--- src/rtl/mpu_pkg.sv ---
package mpu_pkg;

  localparam int CTRL_W = 5;

  // Control register fields, LSB first: sync_mode (bit 0), mp_fmt (bit 1),
  // filt (bit 2), rie (bit 3), eie (bit 4).
  typedef struct packed {
    logic eie;
    logic rie;
    logic filt;
    logic mp_fmt;
    logic sync_mode;
  } ctrl_t;

  typedef enum logic [1:0] {
    ST_IDLE  = 2'd0,
    ST_START = 2'd1,
    ST_BITS  = 2'd2,
    ST_STOP  = 2'd3
  } rx_state_t;

  localparam logic [1:0] A_CTRL = 2'd0;
  localparam logic [1:0] A_STAT = 2'd1;
  localparam logic [1:0] A_DATA = 2'd2;

endpackage

--- src/rtl/mpu_rx_sync.sv ---
module mpu_rx_sync #(
  parameter int STAGES = 2
) (
  input  logic clk,
  input  logic rst,
  input  logic d_i,
  output logic q_o
);
  logic [STAGES-1:0] chain_q;

  always_ff @(posedge clk) begin
    if (rst) chain_q <= '1;
    else     chain_q <= {chain_q[STAGES-2:0], d_i};
  end

  assign q_o = chain_q[STAGES-1];
endmodule

--- src/rtl/mpu_rx_frame.sv ---
module mpu_rx_frame
  import mpu_pkg::*;
#(
  parameter int DATA_W  = 8,
  parameter int OS_RATE = 16
) (
  input  logic              clk,
  input  logic              rst,
  input  logic              rx_i,
  input  logic              tick_i,
  input  logic              mp_fmt_i,
  output logic              done_o,
  output logic [DATA_W-1:0] data_o,
  output logic              mp_o,
  output logic              stop_ok_o
);
  localparam int CNT_W = $clog2(OS_RATE);
  localparam int BC_W  = $clog2(DATA_W + 2);
  localparam logic [CNT_W-1:0] MID  = CNT_W'(OS_RATE / 2 - 1);
  localparam logic [CNT_W-1:0] LAST = CNT_W'(OS_RATE - 1);

  rx_state_t         state_q;
  logic [CNT_W-1:0]  tcnt_q;
  logic [BC_W-1:0]   bcnt_q;
  logic [DATA_W:0]   shreg_q;
  logic              fmt_q;
  logic [BC_W-1:0]   last_bit;

  // The frame is one bit longer when it carries the address bit.
  assign last_bit = fmt_q ? BC_W'(DATA_W) : BC_W'(DATA_W - 1);

  always_ff @(posedge clk) begin
    if (rst) begin
      state_q   <= ST_IDLE;
      tcnt_q    <= '0;
      bcnt_q    <= '0;
      shreg_q   <= '0;
      fmt_q     <= 1'b0;
      done_o    <= 1'b0;
      data_o    <= '0;
      mp_o      <= 1'b0;
      stop_ok_o <= 1'b0;
    end else begin
      done_o <= 1'b0;
      unique case (state_q)
        ST_IDLE: begin
          if (!rx_i) begin
            state_q <= ST_START;
            tcnt_q  <= '0;
            fmt_q   <= mp_fmt_i;
          end
        end
        ST_START: begin
          if (tick_i) begin
            if (tcnt_q == MID) begin
              tcnt_q <= '0;
              bcnt_q <= '0;
              state_q <= rx_i ? ST_IDLE : ST_BITS;
            end else begin
              tcnt_q <= tcnt_q + 1'b1;
            end
          end
        end
        ST_BITS: begin
          if (tick_i) begin
            if (tcnt_q == LAST) begin
              tcnt_q  <= '0;
              shreg_q <= {rx_i, shreg_q[DATA_W:1]};
              if (bcnt_q == last_bit) state_q <= ST_STOP;
              else                    bcnt_q  <= bcnt_q + 1'b1;
            end else begin
              tcnt_q <= tcnt_q + 1'b1;
            end
          end
        end
        ST_STOP: begin
          if (tick_i) begin
            if (tcnt_q == LAST) begin
              tcnt_q    <= '0;
              state_q   <= ST_IDLE;
              done_o    <= 1'b1;
              stop_ok_o <= rx_i;
              data_o    <= fmt_q ? shreg_q[DATA_W-1:0] : shreg_q[DATA_W:1];
              mp_o      <= fmt_q ? shreg_q[DATA_W] : 1'b0;
            end else begin
              tcnt_q <= tcnt_q + 1'b1;
            end
          end
        end
        default: state_q <= ST_IDLE;
      endcase
    end
  end

  // A start bit that is high again at its middle sample drops back to idle.
  property p_glitch;
    @(posedge clk) disable iff (rst)
      (state_q == ST_START && tick_i && tcnt_q == MID && rx_i) |=> (state_q == ST_IDLE);
  endproperty
  assert_glitch_reject_R12: assert property (p_glitch);

  // A completed frame is reported only on the edge that leaves the stop state.
  property p_done_from_stop;
    @(posedge clk) disable iff (rst)
      done_o |-> (state_q == ST_IDLE && $past(state_q) == ST_STOP);
  endproperty
  assert_done_after_stop_R2: assert property (p_done_from_stop);
endmodule

--- src/rtl/mpu_rx_regs.sv ---
module mpu_rx_regs
  import mpu_pkg::*;
#(
  parameter int DATA_W = 8
) (
  input  logic              clk,
  input  logic              rst,
  input  logic              done_i,
  input  logic [DATA_W-1:0] data_i,
  input  logic              mp_i,
  input  logic              stop_ok_i,
  input  logic              reg_wr_i,
  input  logic              reg_rd_i,
  input  logic [1:0]        reg_addr_i,
  input  logic [CTRL_W-1:0] reg_wdata_i,
  output logic [DATA_W-1:0] reg_rdata_o,
  output logic              irq_rx_o,
  output logic              irq_err_o,
  output logic              mp_fmt_o
);
  ctrl_t             ctrl_q;
  logic [DATA_W-1:0] data_q;
  logic              full_q, ferr_q, ovr_q, mpb_q;
  logic              filt_eff, drop, accept, rd_data, full_eff, wr_stat, wr_ctrl;

  // The filter acts only in asynchronous mode with the address-bit format on.
  assign filt_eff = ctrl_q.filt & ~ctrl_q.sync_mode & ctrl_q.mp_fmt;
  assign drop     = done_i & filt_eff & ~mp_i;
  assign accept   = done_i & ~drop;
  assign rd_data  = reg_rd_i && (reg_addr_i == A_DATA);
  assign wr_stat  = reg_wr_i && (reg_addr_i == A_STAT);
  assign wr_ctrl  = reg_wr_i && (reg_addr_i == A_CTRL);
  assign full_eff = full_q & ~rd_data;
  assign mp_fmt_o = ctrl_q.mp_fmt;

  always_ff @(posedge clk) begin
    if (rst) begin
      ctrl_q <= '0;
    end else begin
      if (wr_ctrl) ctrl_q <= ctrl_t'(reg_wdata_i);
      if (done_i && filt_eff && mp_i) ctrl_q.filt <= 1'b0;
    end
  end

  always_ff @(posedge clk) begin
    if (rst) begin
      data_q <= '0;
      full_q <= 1'b0;
      ferr_q <= 1'b0;
      ovr_q  <= 1'b0;
      mpb_q  <= 1'b0;
    end else begin
      if (rd_data) full_q <= 1'b0;
      if (wr_stat) begin
        ferr_q <= ferr_q & reg_wdata_i[2];
        ovr_q  <= ovr_q  & reg_wdata_i[1];
      end
      if (accept) begin
        if (full_eff) begin
          ovr_q <= 1'b1;
        end else begin
          data_q <= data_i;
          full_q <= 1'b1;
        end
        if (!stop_ok_i)     ferr_q <= 1'b1;
        if (ctrl_q.mp_fmt)  mpb_q  <= mp_i;
      end
    end
  end

  always_ff @(posedge clk) begin
    if (rst) begin
      reg_rdata_o <= '0;
      irq_rx_o    <= 1'b0;
      irq_err_o   <= 1'b0;
    end else begin
      if (reg_rd_i) begin
        unique case (reg_addr_i)
          A_CTRL:  reg_rdata_o <= {{(DATA_W-CTRL_W){1'b0}}, ctrl_q};
          A_STAT:  reg_rdata_o <= {{(DATA_W-4){1'b0}}, mpb_q, ferr_q, ovr_q, full_q};
          A_DATA:  reg_rdata_o <= data_q;
          default: reg_rdata_o <= '0;
        endcase
      end
      irq_rx_o  <= full_q & ctrl_q.rie & ~filt_eff;
      irq_err_o <= (ferr_q | ovr_q) & ctrl_q.eie & ~filt_eff;
    end
  end

  property p_drop_hold;
    @(posedge clk) disable iff (rst)
      (done_i && filt_eff && !mp_i) |=> ($stable(data_q) && $stable(mpb_q));
  endproperty
  assert_filtered_frame_hold_R8: assert property (p_drop_hold);

  property p_disarm;
    @(posedge clk) disable iff (rst)
      (done_i && filt_eff && mp_i) |=> (!ctrl_q.filt && mpb_q);
  endproperty
  assert_addr_frame_disarms_R9: assert property (p_disarm);

  property p_ovr_hold;
    @(posedge clk) disable iff (rst)
      (accept && full_q && !rd_data) |=> ($stable(data_q) && ovr_q);
  endproperty
  assert_overrun_keeps_data_R5: assert property (p_ovr_hold);

  property p_irq_quiet;
    @(posedge clk) disable iff (rst)
      (irq_rx_o || irq_err_o) |-> !$past(filt_eff);
  endproperty
  assert_irq_quiet_filter_R11: assert property (p_irq_quiet);
endmodule

--- src/rtl/mp_uart_rx.sv ---
module mp_uart_rx
  import mpu_pkg::*;
#(
  parameter int DATA_W      = 8,
  parameter int OS_RATE     = 16,
  parameter int SYNC_STAGES = 2
) (
  input  logic              clk,
  input  logic              rst,
  input  logic              rxd_i,
  input  logic              os_tick_i,
  input  logic              reg_wr_i,
  input  logic              reg_rd_i,
  input  logic [1:0]        reg_addr_i,
  input  logic [CTRL_W-1:0] reg_wdata_i,
  output logic [DATA_W-1:0] reg_rdata_o,
  output logic              irq_rx_o,
  output logic              irq_err_o
);
  logic              rx_s, done, mp, stop_ok, mp_fmt;
  logic [DATA_W-1:0] fdata;

  mpu_rx_sync #(.STAGES(SYNC_STAGES)) sync_i (
    .clk(clk), .rst(rst), .d_i(rxd_i), .q_o(rx_s)
  );

  mpu_rx_frame #(.DATA_W(DATA_W), .OS_RATE(OS_RATE)) frame_i (
    .clk(clk), .rst(rst), .rx_i(rx_s), .tick_i(os_tick_i), .mp_fmt_i(mp_fmt),
    .done_o(done), .data_o(fdata), .mp_o(mp), .stop_ok_o(stop_ok)
  );

  mpu_rx_regs #(.DATA_W(DATA_W)) regs_i (
    .clk(clk), .rst(rst), .done_i(done), .data_i(fdata), .mp_i(mp),
    .stop_ok_i(stop_ok), .reg_wr_i(reg_wr_i), .reg_rd_i(reg_rd_i),
    .reg_addr_i(reg_addr_i), .reg_wdata_i(reg_wdata_i),
    .reg_rdata_o(reg_rdata_o), .irq_rx_o(irq_rx_o), .irq_err_o(irq_err_o),
    .mp_fmt_o(mp_fmt)
  );
endmodule

--- config.mk ---
export PLATFORM = sky130hd
export DESIGN_NAME = mp_uart_rx
export DESIGN_NICKNAME = d
export VERILOG_FILES = /design/src/rtl/mpu_pkg.sv /design/src/rtl/mpu_rx_sync.sv /design/src/rtl/mpu_rx_frame.sv /design/src/rtl/mpu_rx_regs.sv /design/src/rtl/mp_uart_rx.sv
export SDC_FILE = /design/constraint.sdc
export NUM_CORES = 1
export LEC_CHECK = 0
export ABC_AREA = 0
export BUFFER_PORTS_ARGS = -buffer_cell sky130_fd_sc_hd__buf_2
export CAP_MARGIN = 30
export CELL_PAD_IN_SITES_DETAIL_PLACEMENT = 1
export CELL_PAD_IN_SITES_GLOBAL_PLACEMENT = 1
export CORE_UTILIZATION = 40
export CTS_CLUSTER_DIAMETER = 150
export DETAILED_ROUTE_END_ITERATION = 7
export GPL_TIMING_DRIVEN = 0
export PLACE_DENSITY = 0.8
export SYNTH_ARGS = -nofsm -noshare
export SYNTH_HDL_FRONTEND = slang
export SYNTH_SLANG_ARGS = --single-unit
--- constraint.sdc ---
create_clock -name clk -period 2.71 [get_ports clk]
set_input_delay 0 -clock clk [delete_from_list [all_inputs] [get_ports clk]]
set_output_delay 0 -clock clk [all_outputs]
set_load 0.02 [all_outputs]
==> results_dict.tcl <==
set metrics [dict create \
    initial_core_util 0.425 \
    cp_slowest_cell "dfxtp_1" \
    clock_sinks 60 \
    p_leak_nw 1.08 \
    multi_input_area_um2 1280 \
    cp.required_ns 2.98 \
    gr-total-overflow 0 \
    async_flop_share 0 \
    port_buffers 20 \
    drt_iter0_drc 44 \
    fin_util 0.501 \
    synth.ff_latch_count 60 \
    syn_area_um2 2570 \
    first_global_vias 2059 \
    synth.avg_cell_area_um2 9.46 \
    n_antenna_cell 0 \
    slew_headroom 0.579 \
    synth_nets 287 \
    yosysTopAreaCellShare 0.467 \
    crit_type "reg2reg" \
    ant_nets 0 \
    wl_per_cell_um 15.1 \
    hold_viol 0 \
    finalMaxSlewViolations 0 \
    cts-resized-gates 0 \
    nFillCells 707 \
    grt_max_degree 11 \
    path_cells "ha_1, nand4_1, nor2_2, buf_4, nand3_1, a21oi_1" \
    ys_types 42 \
    cp-end-kind "register" \
    cts_max_path_buffers 2 \
    p_total_mw 1.86 \
    dp_hpwl_um 4260 \
    seqCellArea_um2 1200 \
    nNetsFinal 323 \
    clock_latency_ns 0.33 \
    ys_warn_count 0 \
    ys.flop_type "dfxtp_1" \
    maxCapViolCount 0 \
    final_layout_size_suffix_gt1_frac 0.160 \
    antenna_found_initial 0 \
    area_growth_syn_to_layout_pct 17.9 \
    cts_hold_buffers 5 \
    yosys.area.top_type "dfxtp_1" \
    final.min_clock_period_ns 1.86 \
    setup_tns_ns 0 \
    seq_area_frac_synth 0.467 \
    numCtsBuffers 9 \
    holdWs_ns 0.0131 \
    critPathMaxFanout 10 \
    cpPeakStageDelay_ns 0.41 \
    grt_pass1_wl_um 9480 \
    instances_no_fill 388 \
    h-tree-depth 3 \
    cts-root-buf "clkbuf_8" \
    fp.dieArea_um2 6760 \
    drt-total-wl_um 5850 \
    worst_ep_arrival_time_ns 2.12 \
    path_clk_slew_ns 0.07 \
    postCtsSetupBuffers 0 \
    viasPerCell 5.36 \
    gp_congestion 0.823 \
    p_per_area_nw_per_um2 614 \
    dr.pass1.iters 4 \
    core-area_um2 6060 \
    die_w_um 82.2 \
    rsz0062_at_grt "false" \
    worst_pin_slew_ns 0.632 \
    layout_common_cells "dfxtp_1, nor2_1, mux2i_1" \
    finalSetupViolCount 0 \
    vias 2078 \
    hold_path.class "in2reg" \
    track_usage 0.191 \
    synth_edf_count 0 \
    yosys-top-cells-area "dfxtp_1, mux2i_1, nor2_1, a211oi_1, a21oi_1" \
    drc 0 \
    crit_path_start_kind "register" \
    placed_cells 367 \
    die_h_um 82.2 \
    run_status "finished clean" \
    ioPinCount 23 \
    clock_skew_ns 0.00702 \
    layout_commonest_cell "dfxtp_1" \
    peakVddDrop_mv 0.344 \
    max_freq_mhz 538 \
    num_rows 28 \
    syn_inst 272 \
    period_share 0.686 \
    tritoncts "built" \
]
synth_stat cells, types with 2 or more instances:
| master | n |
|---|---|
| dfxtp_1 | 60 |
| nor2_1 | 52 |
| mux2i_1 | 40 |
| a211oi_1 | 12 |
| a21oi_1 | 12 |
| o21ai_0 | 9 |
| nand3_1 | 8 |
| nor3_1 | 8 |
| clkbuf_1 | 7 |
| nand2_1 | 6 |
| nand2b_1 | 6 |
| a31oi_1 | 4 |
| buf_2 | 4 |
| o21a_1 | 4 |
| a311oi_1 | 3 |
| inv_1 | 3 |
| nand3b_1 | 3 |
| a22oi_1 | 2 |
| and3_1 | 2 |
| buf_1 | 2 |
| ha_1 | 2 |
| nor3b_1 | 2 |
| or2_2 | 2 |
state kept, by name, indices dropped and copies added (netlist names), 2 cells and up, named ones only:
register,flops
regs_i.data_q,8
frame_i.bcnt_q,4
frame_i.shreg_q,9
regs_i.reg_rdata_o,8
sync_i.chain_q,2
frame_i.data_o,8
frame_i.tcnt_q,4
regs_i.ctrl_q,4
area by class of cell:
type                       count  area share
multi-input combinational    193       0.423
sequential                    60       0.396
timing repair buffer          25      0.0495
clock buffer                  11      0.0466
tap                           75      0.0309
buffer                        16      0.0256
clock inverter                 5      0.0247
inverter                       3     0.00371
routing by layer:
metal / global-route usage / part of all wire / up-vias
met2: 0.326 / 0.48 / 31
met1: 0.221 / 0.47 / 996
met5: 0 / 0 / -
li1: - / - / 1042
met3: 0.0527 / 0.033 / 9
met4: 0.0877 / 0.018 / 0
stage by stage:
step	cell area, µm²	setup slack, ns
after detailed placement	2770	0.863
after floorplan	2570	1.18
after CTS	3030	0.838
after global placement	2770	0.919
final	3030	0.851
after global routing	3030	0.642
power breakdown:
part	leakage, nW	internal [mW]	switching, mW
combinational	0.479	0.0346	0.0521
sequential	0.485	0.890	0.00643
clock	0.113	0.538	0.342
critical path: cells and delay by family, from the launching register on:
family | cells | cell delay, ns
and+or+nand+nor | 3 | 0.70
DFF | 1 | 0.41
adders and majority gates | 1 | 0.27
buffers and inverters | 1 | 0.25
AOI/OAI and AO/OA | 1 | 0.16
worst paths after layout:
check | from | end | slack, ns | depth (start not counted)
worst min-delay path | reg_rd_i | regs_i.reg_rdata_o[2]$_SDFFE_PP0P_ | 0.01 | 3
worst max-delay path | frame_i.tcnt_q[0]$_SDFFE_PP0P_ | frame_i.mp_o$_SDFFE_PP0P_ | 0.85 | 6
worst min register to register | sync_i.chain_q[0]$_SDFF_PP1_ | sync_i.chain_q[1]$_SDFF_PP1_ | 0.42 | 1
worst max register to register | frame_i.tcnt_q[0]$_SDFFE_PP0P_ | frame_i.mp_o$_SDFFE_PP0P_ | 0.85 | 6
cells by family after synthesis:
logic type | after synthesis | share of synthesized area
AND/OR/NAND/NOR | 98 | 0.188
flip-flops | 60 | 0.467
AO/OA/AOI/OAI | 51 | 0.138
multiplexers | 41 | 0.160
buffers and inverters | 19 | 0.0345
adder cells (fa/ha/maj) | 2 | 0.00972
XOR/XNOR | 1 | 0.00340
Power figures use the tool's default switching activity.
